**src/rtl/spi_byte_port.sv**
```systemverilog
module spi_byte_port #(
  parameter int DW = 8
) (
  input  logic          clk,
  input  logic          rst_n,
  input  logic          ctl_we,
  input  logic [5:0]    ctl_wdata,
  output logic [5:0]    ctl_q,
  input  logic          dat_we,
  input  logic [DW-1:0] dat_wdata,
  output logic [DW-1:0] dat_q,
  input  logic          flag_we,
  input  logic          flag_wdata,
  output logic          done_flag,
  output logic          irq,
  input  logic          sclk_i,
  output logic          sclk_o,
  output logic          sclk_oe,
  input  logic          mosi_i,
  output logic          mosi_o,
  output logic          mosi_oe,
  input  logic          miso_i,
  output logic          miso_o,
  output logic          miso_oe,
  input  logic          ss_n_i
);
  localparam int EW = $clog2(2*DW);
  localparam int BW = $clog2(DW+1);
  localparam logic [EW-1:0] LAST_EDGE = EW'(2*DW-1);

  logic c_master, c_cpol, c_cpha, c_ie;
  assign c_master = ctl_q[0];
  assign c_cpol   = ctl_q[1];
  assign c_cpha   = ctl_q[2];
  assign c_ie     = ctl_q[5];

  // master state
  logic          busy, sclk_q, mosi_q;
  logic [2:0]    half_cnt, lim;
  logic [EW-1:0] edge_cnt;
  logic [DW-1:0] m_tx, m_rx;

  // slave state
  logic [1:0]    sclk_sy, mosi_sy, ss_sy;
  logic          sclk_d, ss_d, miso_q;
  logic [BW-1:0] s_bits;
  logic [DW-1:0] s_tx, s_rx;

  always_comb begin
    case (ctl_q[4:3])
      2'd0:    lim = 3'd0;
      2'd1:    lim = 3'd1;
      2'd2:    lim = 3'd3;
      default: lim = 3'd7;
    endcase
  end

  logic m_start, m_edge, m_lead, m_samp, m_shft, m_done;
  logic [DW-1:0] m_rx_next, m_rx_fin;
  assign m_start   = dat_we && !busy && c_master;
  assign m_edge    = busy && (half_cnt == lim);
  assign m_lead    = ~edge_cnt[0];
  assign m_samp    = m_edge && (m_lead ^ c_cpha);
  assign m_shft    = m_edge && !(m_lead ^ c_cpha);
  assign m_done    = m_edge && (edge_cnt == LAST_EDGE);
  assign m_rx_next = {m_rx[DW-2:0], miso_i};
  assign m_rx_fin  = m_samp ? m_rx_next : m_rx;

  always_ff @(posedge clk or negedge rst_n) begin
    if (!rst_n) begin
      busy     <= 1'b0;
      sclk_q   <= 1'b0;
      mosi_q   <= 1'b0;
      half_cnt <= '0;
      edge_cnt <= '0;
      m_tx     <= '0;
      m_rx     <= '0;
    end else if (m_start) begin
      busy     <= 1'b1;
      sclk_q   <= c_cpol;
      half_cnt <= '0;
      edge_cnt <= '0;
      m_tx     <= dat_wdata;
      m_rx     <= '0;
    end else if (busy) begin
      half_cnt <= m_edge ? 3'd0 : half_cnt + 3'd1;
      if (m_edge) begin
        sclk_q   <= ~sclk_q;
        edge_cnt <= edge_cnt + EW'(1);
      end
      if (m_samp) m_rx <= m_rx_next;
      if (m_shft) begin
        if (c_cpha) mosi_q <= m_tx[DW-1];
        m_tx <= {m_tx[DW-2:0], 1'b0};
      end
      if (m_done) busy <= 1'b0;
    end
  end

  assign sclk_o  = busy ? sclk_q : c_cpol;
  assign sclk_oe = c_master;
  assign mosi_o  = c_cpha ? mosi_q : m_tx[DW-1];
  assign mosi_oe = c_master;

  always_ff @(posedge clk or negedge rst_n) begin
    if (!rst_n) begin
      sclk_sy <= 2'b00;
      mosi_sy <= 2'b00;
      ss_sy   <= 2'b11;
      sclk_d  <= 1'b0;
      ss_d    <= 1'b1;
    end else begin
      sclk_sy <= {sclk_sy[0], sclk_i};
      mosi_sy <= {mosi_sy[0], mosi_i};
      ss_sy   <= {ss_sy[0], ss_n_i};
      sclk_d  <= sclk_sy[1];
      ss_d    <= ss_sy[1];
    end
  end

  logic s_act, s_rise, s_fall, s_lead, s_trail, s_samp, s_shft, ss_fall, ss_rise, s_done;
  logic [DW-1:0] s_rx_next, s_rx_fin;
  assign s_act     = !c_master && !ss_sy[1];
  assign s_rise    = sclk_sy[1] && !sclk_d;
  assign s_fall    = !sclk_sy[1] && sclk_d;
  assign s_lead    = s_act && (c_cpol ? s_fall : s_rise);
  assign s_trail   = s_act && (c_cpol ? s_rise : s_fall);
  assign s_samp    = (c_cpha ? s_trail : s_lead) && (s_bits != BW'(DW));
  assign s_shft    = c_cpha ? s_lead : s_trail;
  assign ss_fall   = !c_master && !ss_sy[1] && ss_d;
  assign ss_rise   = !c_master && ss_sy[1] && !ss_d;
  assign s_rx_next = {s_rx[DW-2:0], mosi_sy[1]};
  assign s_done    = c_cpha ? (s_samp && s_bits == BW'(DW-1))
                            : (ss_rise && s_bits == BW'(DW));
  assign s_rx_fin  = c_cpha ? s_rx_next : s_rx;

  always_ff @(posedge clk or negedge rst_n) begin
    if (!rst_n) begin
      s_tx   <= '0;
      s_rx   <= '0;
      s_bits <= '0;
      miso_q <= 1'b0;
    end else if (ss_fall) begin
      s_tx   <= dat_q;
      s_bits <= '0;
    end else begin
      if (s_samp) begin
        s_rx   <= s_rx_next;
        s_bits <= s_bits + BW'(1);
      end
      if (s_shft) begin
        if (c_cpha) miso_q <= s_tx[DW-1];
        s_tx <= {s_tx[DW-2:0], 1'b0};
      end
    end
  end

  assign miso_o  = c_cpha ? miso_q : s_tx[DW-1];
  assign miso_oe = s_act;

  always_ff @(posedge clk or negedge rst_n) begin
    if (!rst_n) begin
      ctl_q     <= '0;
      dat_q     <= '0;
      done_flag <= 1'b0;
    end else begin
      if (ctl_we) ctl_q <= ctl_wdata;
      if (m_done)                 dat_q <= m_rx_fin;
      else if (s_done)            dat_q <= s_rx_fin;
      else if (dat_we && !busy)   dat_q <= dat_wdata;
      if (m_done || s_done)            done_flag <= 1'b1;
      else if (flag_we && !flag_wdata) done_flag <= 1'b0;
    end
  end

  assign irq = done_flag && c_ie;

  logic          chk_prev;
  logic [EW:0]   chk_cnt;
  always_ff @(posedge clk or negedge rst_n) begin
    if (!rst_n) begin
      chk_prev <= 1'b0;
      chk_cnt  <= '0;
    end else begin
      chk_prev <= sclk_o;
      if (!busy)                  chk_cnt <= '0;
      else if (sclk_o != chk_prev) chk_cnt <= chk_cnt + (EW+1)'(1);
    end
  end

  AST_EIGHT_CLOCK_BURST: assert property (@(posedge clk) disable iff (!rst_n)
    $fell(busy) |-> (chk_cnt + (EW+1)'(sclk_o != chk_prev)) == (EW+1)'(2*DW));

  AST_BUSY_WRITE_DROPPED: assert property (@(posedge clk) disable iff (!rst_n)
    (busy && dat_we && !m_done) |=> dat_q == $past(dat_q));

  AST_FLAG_STICKY: assert property (@(posedge clk) disable iff (!rst_n)
    (done_flag && !(flag_we && !flag_wdata)) |=> done_flag);

  AST_NO_EARLY_SLAVE_LATCH: assert property (@(posedge clk) disable iff (!rst_n)
    (!c_master && !c_cpha && !busy && !ss_sy[1] && !dat_we) |=> $stable(dat_q));
endmodule

```
**config.mk**
```make
export PLATFORM = sky130hd
export DESIGN_NAME = spi_byte_port
export DESIGN_NICKNAME = d
export VERILOG_FILES = /design/src/rtl/spi_byte_port.sv
export SDC_FILE = /design/constraint.sdc
export NUM_CORES = 1
export LEC_CHECK = 0
export BUFFER_PORTS_ARGS = -buffer_cell sky130_fd_sc_hd__buf_4
export CAP_MARGIN = 20
export CORE_ASPECT_RATIO = 0.5
export CORE_MARGIN = 2
export CORE_UTILIZATION = 30
export CTS_CLUSTER_SIZE = 24
export DETAILED_ROUTE_END_ITERATION = 6
export GPL_ROUTABILITY_DRIVEN = 0
export PLACE_DENSITY = 0.56
export SETUP_SLACK_MARGIN = 0.3
export SYNTH_ARGS = -nofsm -noshare
export SYNTH_HDL_FRONTEND = slang
export SYNTH_SLANG_ARGS = --single-unit
```
**constraint.sdc**
```tcl
create_clock -name clk -period 3.5 [get_ports clk]
set_input_delay 0.525 -clock clk [delete_from_list [all_inputs] [get_ports clk]]
set_output_delay 0.525 -clock clk [all_outputs]
set_load 0.1 [all_outputs]
```
### Word-level counts from Yosys, hierarchy flattened

Cells that the tools add are included.

| word-level totals | value |
|---|---|
| latch bits | 0 |
| logic and storage cells | 112 |
| bits in read-only memories | 0 |
| output and inout port bits | 22 |
| register bits | 70 |
| RAM bits | 0 |
| memories kept | 0 |
| input bits | 24 |

| operators by class | value |
|---|---|
| shift operators | 0 |
| $add $sub $neg | 3 |
| reductions and logical operators | 41 |
| magnitude comparators | 0 |
| bitwise operators | 5 |
| multiply operators | 0 |
| equal/unequal tests | 7 |
| divide/modulo/power cells | 0 |
| mux-type cells | 37 |

Operators with widths:

| operator | number |
|---|---|
| two-way mux 8 bit | 12 |
| two-way mux 4 bit | 5 |
| logical AND 1 bit | 19 |
| two-way mux 1 bit | 16 |
| nonzero test 2 bit | 6 |
| two-way mux 3 bit | 3 |
| one-hot mux 3 bit (3 select lines) | 1 |
| adder 4 x 1 -> 4 bit (second input constant) | 2 |
| equality test 4 bit (second input constant) | 2 |
| logical NOT 1 bit | 8 |
| AND reduction 2 bit | 3 |
| equality test 4 x 3 -> 1 bit (second input constant) | 1 |
| != test 4 bit (second input constant) | 1 |
| NOT 1 bit | 4 |
| AND reduction 4 bit | 1 |
| adder 3 x 1 -> 3 bit (second input constant) | 1 |
| equality test 3 bit | 1 |
| AND reduction 3 bit | 1 |
| nonzero test 3 bit | 1 |
| equality test 2 x 1 -> 1 bit (second input constant) | 1 |
| equality test 2 bit (second input constant) | 1 |
| logical NOT 2 bit | 1 |
| logical OR 1 bit | 1 |
| XOR 1 bit | 1 |

### Depth between registers and ports, before layout

| logic depth | value |
|---|---|
| depth in word-level cells | 10 |
| depth in mapped cells | 7 |

### Worst setup path after synthesis

OpenSTA, ideal clock, no wires.

| timing path | value |
|---|---|
| path type | reg2reg |
| start point | register ctl_q[0] |
| end point | register dat_q[0] |
| library setup time | 0.079 ns |
| cell stages (with the launch flop) | 5 |
| path slack | -0.018 ns |
| arrival | 3.438 ns |
| cell sequence | dfrtp_1 -> nor2_1 -> a31oi_2 -> mux2_2 -> mux2i_1 |

| between the ends | value |
|---|---|
| word-level cells in the longest chain between the ends | 9 |
| elaborated cells on any way between the ends | 14 |
| those cells by class | 4 x mux; 10 x reduce/logical |

Ends and longest elaborated chain:

| item | RTL line | text |
|---|---|---|
| from (decl) | 8 | `output logic [5:0] ctl_q,` |
| from (signal assigned) | 167 | `if (ctl_we) ctl_q <= ctl_wdata;` |
| logical NOT 1 bit (*) | 123 | `assign s_act = !c_master && !ss_sy[1];` |
| logical AND 1 bit (*) | 123 |  |
| net miso_oe | 24 | `output logic miso_oe,` |
| logical AND 1 bit (on tied branches) | 126, 127 |  |
| two-way mux 1 bit (*) | 128 | `assign s_samp = (c_cpha ? s_trail : s_lead) && (s_bits != BW'(DW));` |
| logical AND 1 bit (*) | 128 |  |
| logical AND 1 bit (*) | 133 | `assign s_done = c_cpha ? (s_samp && s_bits == BW'(DW-1))` |
| two-way mux 1 bit (*) | 133 |  |
| two-way mux 8 bit | 169 | `else if (s_done) dat_q <= s_rx_fin;` |
| two-way mux 8 bit | 168 | `if (m_done) dat_q <= m_rx_fin;` |
| to (signal assigned) | 168 |  |
| to (signal assigned) | 169 |  |
| to (signal assigned) | 170 | `else if (dat_we && !busy) dat_q <= dat_wdata;` |
| to (decl) | 11 | `output logic [DW-1:0] dat_q,` |

Mark *: on every way through the listed nets, which the timed path passes. The rest lies on a longest branch.
A chain may end at the register's enable or synchronous reset.

### Final worst setup path

| timing path | value |
|---|---|
| start point | register ctl_q[2] |
| end point | register m_tx[3] |

| between the ends | value |
|---|---|
| word-level cells in the longest chain between the ends | 5 |

Ends and longest elaborated chain:

| item | RTL line | text |
|---|---|---|
| XOR 1 bit | 64 | `assign m_shft = m_edge && !(m_lead ^ c_cpha);` |
| logical NOT 1 bit | 64 |  |
| logical AND 1 bit | 64 |  |
| nonzero test 2 bit (no line) | n/a |  |
| AND reduction 2 bit (no line) | n/a |  |
| to (signal assigned) | 83 | `m_tx <= dat_wdata;` |
| to (signal assigned) | 94 | `m_tx <= {m_tx[DW-2:0], 1'b0};` |
| to (decl) | 41 | `logic [DW-1:0] m_tx, m_rx;` |

Every way passes these cells.

==> run metrics <==
port bufs=45; RSZ-0062 raised after global routing=false; Hold Crit Class=input pin to flip-flop; Yosys warnings=0; clk_skew=0.00649 ns; placed instance count=between 400 and 500; most frequent cells after synthesis=dfrtp_1 (67), mux2i_1 (52), mux2_2 (27); # clock sinks=70; synthesized area=3460 um^2; Critical Path AT=approximately 2.7 ns; top cell type's share of synthesized area=a little under 50%; Period minus WS final=roughly 2.5 ns; Fin. Hold Viols=0; Routed WL=approximately 7.7 mm; IO Pins=46; grt ovf=0; Antenna Violating Nets Remaining=0; Via density=approximately 4.9; crit-path leading delay family=flip-flops; Buf/Inv on CP=0; fraction of layout cells with a size suffix above 1=~29%; n_diodes=0; Max Slew Vio Count=0; synthesized area per cell=11.8 um^2; Crit-path slowest cell=dfrtp_1; status=finished clean; starting density of the core=a little over 30%; Die W=156 um; post-CTS repair timing setup buffer count=0; root buffer cell=clkbuf_16; top cell type by total area after synthesis=dfrtp_1; CTS resizes=0; post-synthesis sequential area ratio=between 50 and 60%; Slowest Stage Delay on Critical Path=0.92 ns; EDFF count, synth=0; die area=roughly 12,000 um^2; setup TNS=0 ns; total track usage=~13%; worst-path maximum fanout=19; via count of the first global-routing pass=roughly 2,500; die height=about 80 um; CTS Buffer Depth=2; Net Count, Synth=321; main flop type after synthesis=dfrtp_1; Post-route DRC=0; most frequent cell after synthesis=dfrtp_1; power density over the cells=slightly below 900 nW/um^2; antenna violations before repair=0; Post-CTS Hold Buffers=0; worst-case vdd ir drop=about 310 uV; worst path cell trace=xor2_1 -> nand2_1 -> a21oi_4 -> mux2i_1 -> a21oi_1; CTS tree=yes; ys async rst share=between 90% and 100%; largest net degree at the start of global routing=around 70; first-pass GRT wire length=roughly 13 mm; nets@finish=approximately 360; clk slew on worst S/H paths=0.05 ns; Mapped Cells=between 200 and 300; Max-Cap Viols=0; detailed placement HPWL=between 5 and 6 mm; fin crit share=70.6%; First-pass DRT Iterations=4; Pleak=between 1.5 and 2 nW; via count=2,370; Final setup viols=0; Area growth syn-to-layout=20.9%; critical path endpoint category=flip-flop; # rows=27; synth top area cells=dfrtp_1 (48%), mux2i_1 (15%), mux2_2 (8.8%); Iter 0 DRT Violations=94; CP Class=flip-flop to flip-flop; routed len/inst=16.1 um; fmax=around 400 MHz; slew margin rel.=about two fifths; total CTS buffers=9; FF+latch count, synth=70; Worst Path Required=around 3.7 ns; Clock Latency Late Sink=0.33 ns; post-synthesis cell type count=41; H-tree levels=3; crit path launch type=flip-flop; filler cell count=between 1,000 and 1,500; core footprint=~11,000 um^2; Worst Max-Slew Pin Slew=roughly 0.9 ns; Finished Layout Cells=between 400 and 500
## sequential cells by signal (all words and copies together), names as in the netlist, 4 cells and up
signal	flops
dat_q	8
m_rx	8
m_tx	8
s_rx	8
s_tx	8
ctl_q	6
edge_cnt	4
s_bits	4
## area by class of cell
cell class	count	area [um^2]	share of cell area [%]
Clock buffer	13	270	6.46
Clock inverter	1	5.00	0.120
Inverter	5	18.8	0.448
Multi-Input combinational cell	201	1600	38.3
Sequential cell	70	1760	41.9
Tap cell	145	181	4.33
Timing Repair Buffer	47	353	8.43
## logic make-up after synthesis
family          after synthesis  share of synthesized area [%]
mux                          79                           23.8
flops                        70                           50.7
simple gates                 68                           9.76
compound gates               43                           9.40
buf+inv                      22                           3.11
xor+xnor                      7                           1.77
fa+ha+maj                     4                           1.45
## final timing paths
kind	from	to	cells after the start	slack [ns]
worst max register to register	ctl_q[2]	m_tx[3]	5	1.03
min in group asynchronous	rst_n	ctl_q[3]	1	0.33
worst min-delay path	mosi_i	mosi_sy[0]	1	0.30
worst min register to register	mosi_sy[0]	mosi_sy[1]	0	0.34
worst max-delay path	ctl_q[2]	m_tx[3]	5	1.03
max in group asynchronous	rst_n	miso_q	1	2.58
## power by group
group	leakage (nW)	switching [W]	internal [W]
logic	0.947	0.000963	0.000493
registers	0.866	0.000282	0.00106
clock network	0.138	0.000314	0.000528
## layer usage
metal | global-route usage, % | vias to the layer above | part of all wire (%)
met4 | 5.14 | 0 | 1.6
met2 | 23.1 | 26 | 50
met3 | 3.75 | 12 | 2.6
met1 | 16.3 | 1198 | 46
met5 | 0 | - | 0
li1 | - | 1134 | -
## placed cells by master, fill, tap and decap left out, drive strengths merged, types with 3 or more instances in the layout
cell | Yosys | final
nand2b | 4 | 4
o211ai | 4 | 4
inv | 5 | 5
nor2 | 16 | 16
a22o | 8 | 8
xnor2 | 4 | 4
clkbuf | 7 | 13
ha | 4 | 4
dfrtp | 67 | 67
nand4 | 3 | 3
xor2 | 3 | 3
buf | 10 | 47
dfstp | 3 | 3
nand3 | 11 | 11
mux2 | 27 | 27
nand2 | 20 | 20
mux2i | 52 | 52
a21oi | 9 | 9
o21ai | 16 | 16
## per-stage QoR
step                      setup slack [ns]  hold slack [ns]  power (W)  util (%)  instance area [um^2]
after floorplan                      0.602            0.229    0.00245         -                  3460
after global placement                1.12            0.333    0.00277      35.2                  3910
after detailed placement              1.04            0.339    0.00282      35.2                  3910
after CTS                             1.03            0.291    0.00368      37.7                  4190
after global routing                 0.852            0.296    0.00385      37.7                  4190
final                                 1.03            0.304    0.00365      37.7                  4190
Note: power is estimated with default switching activity, not from simulation.
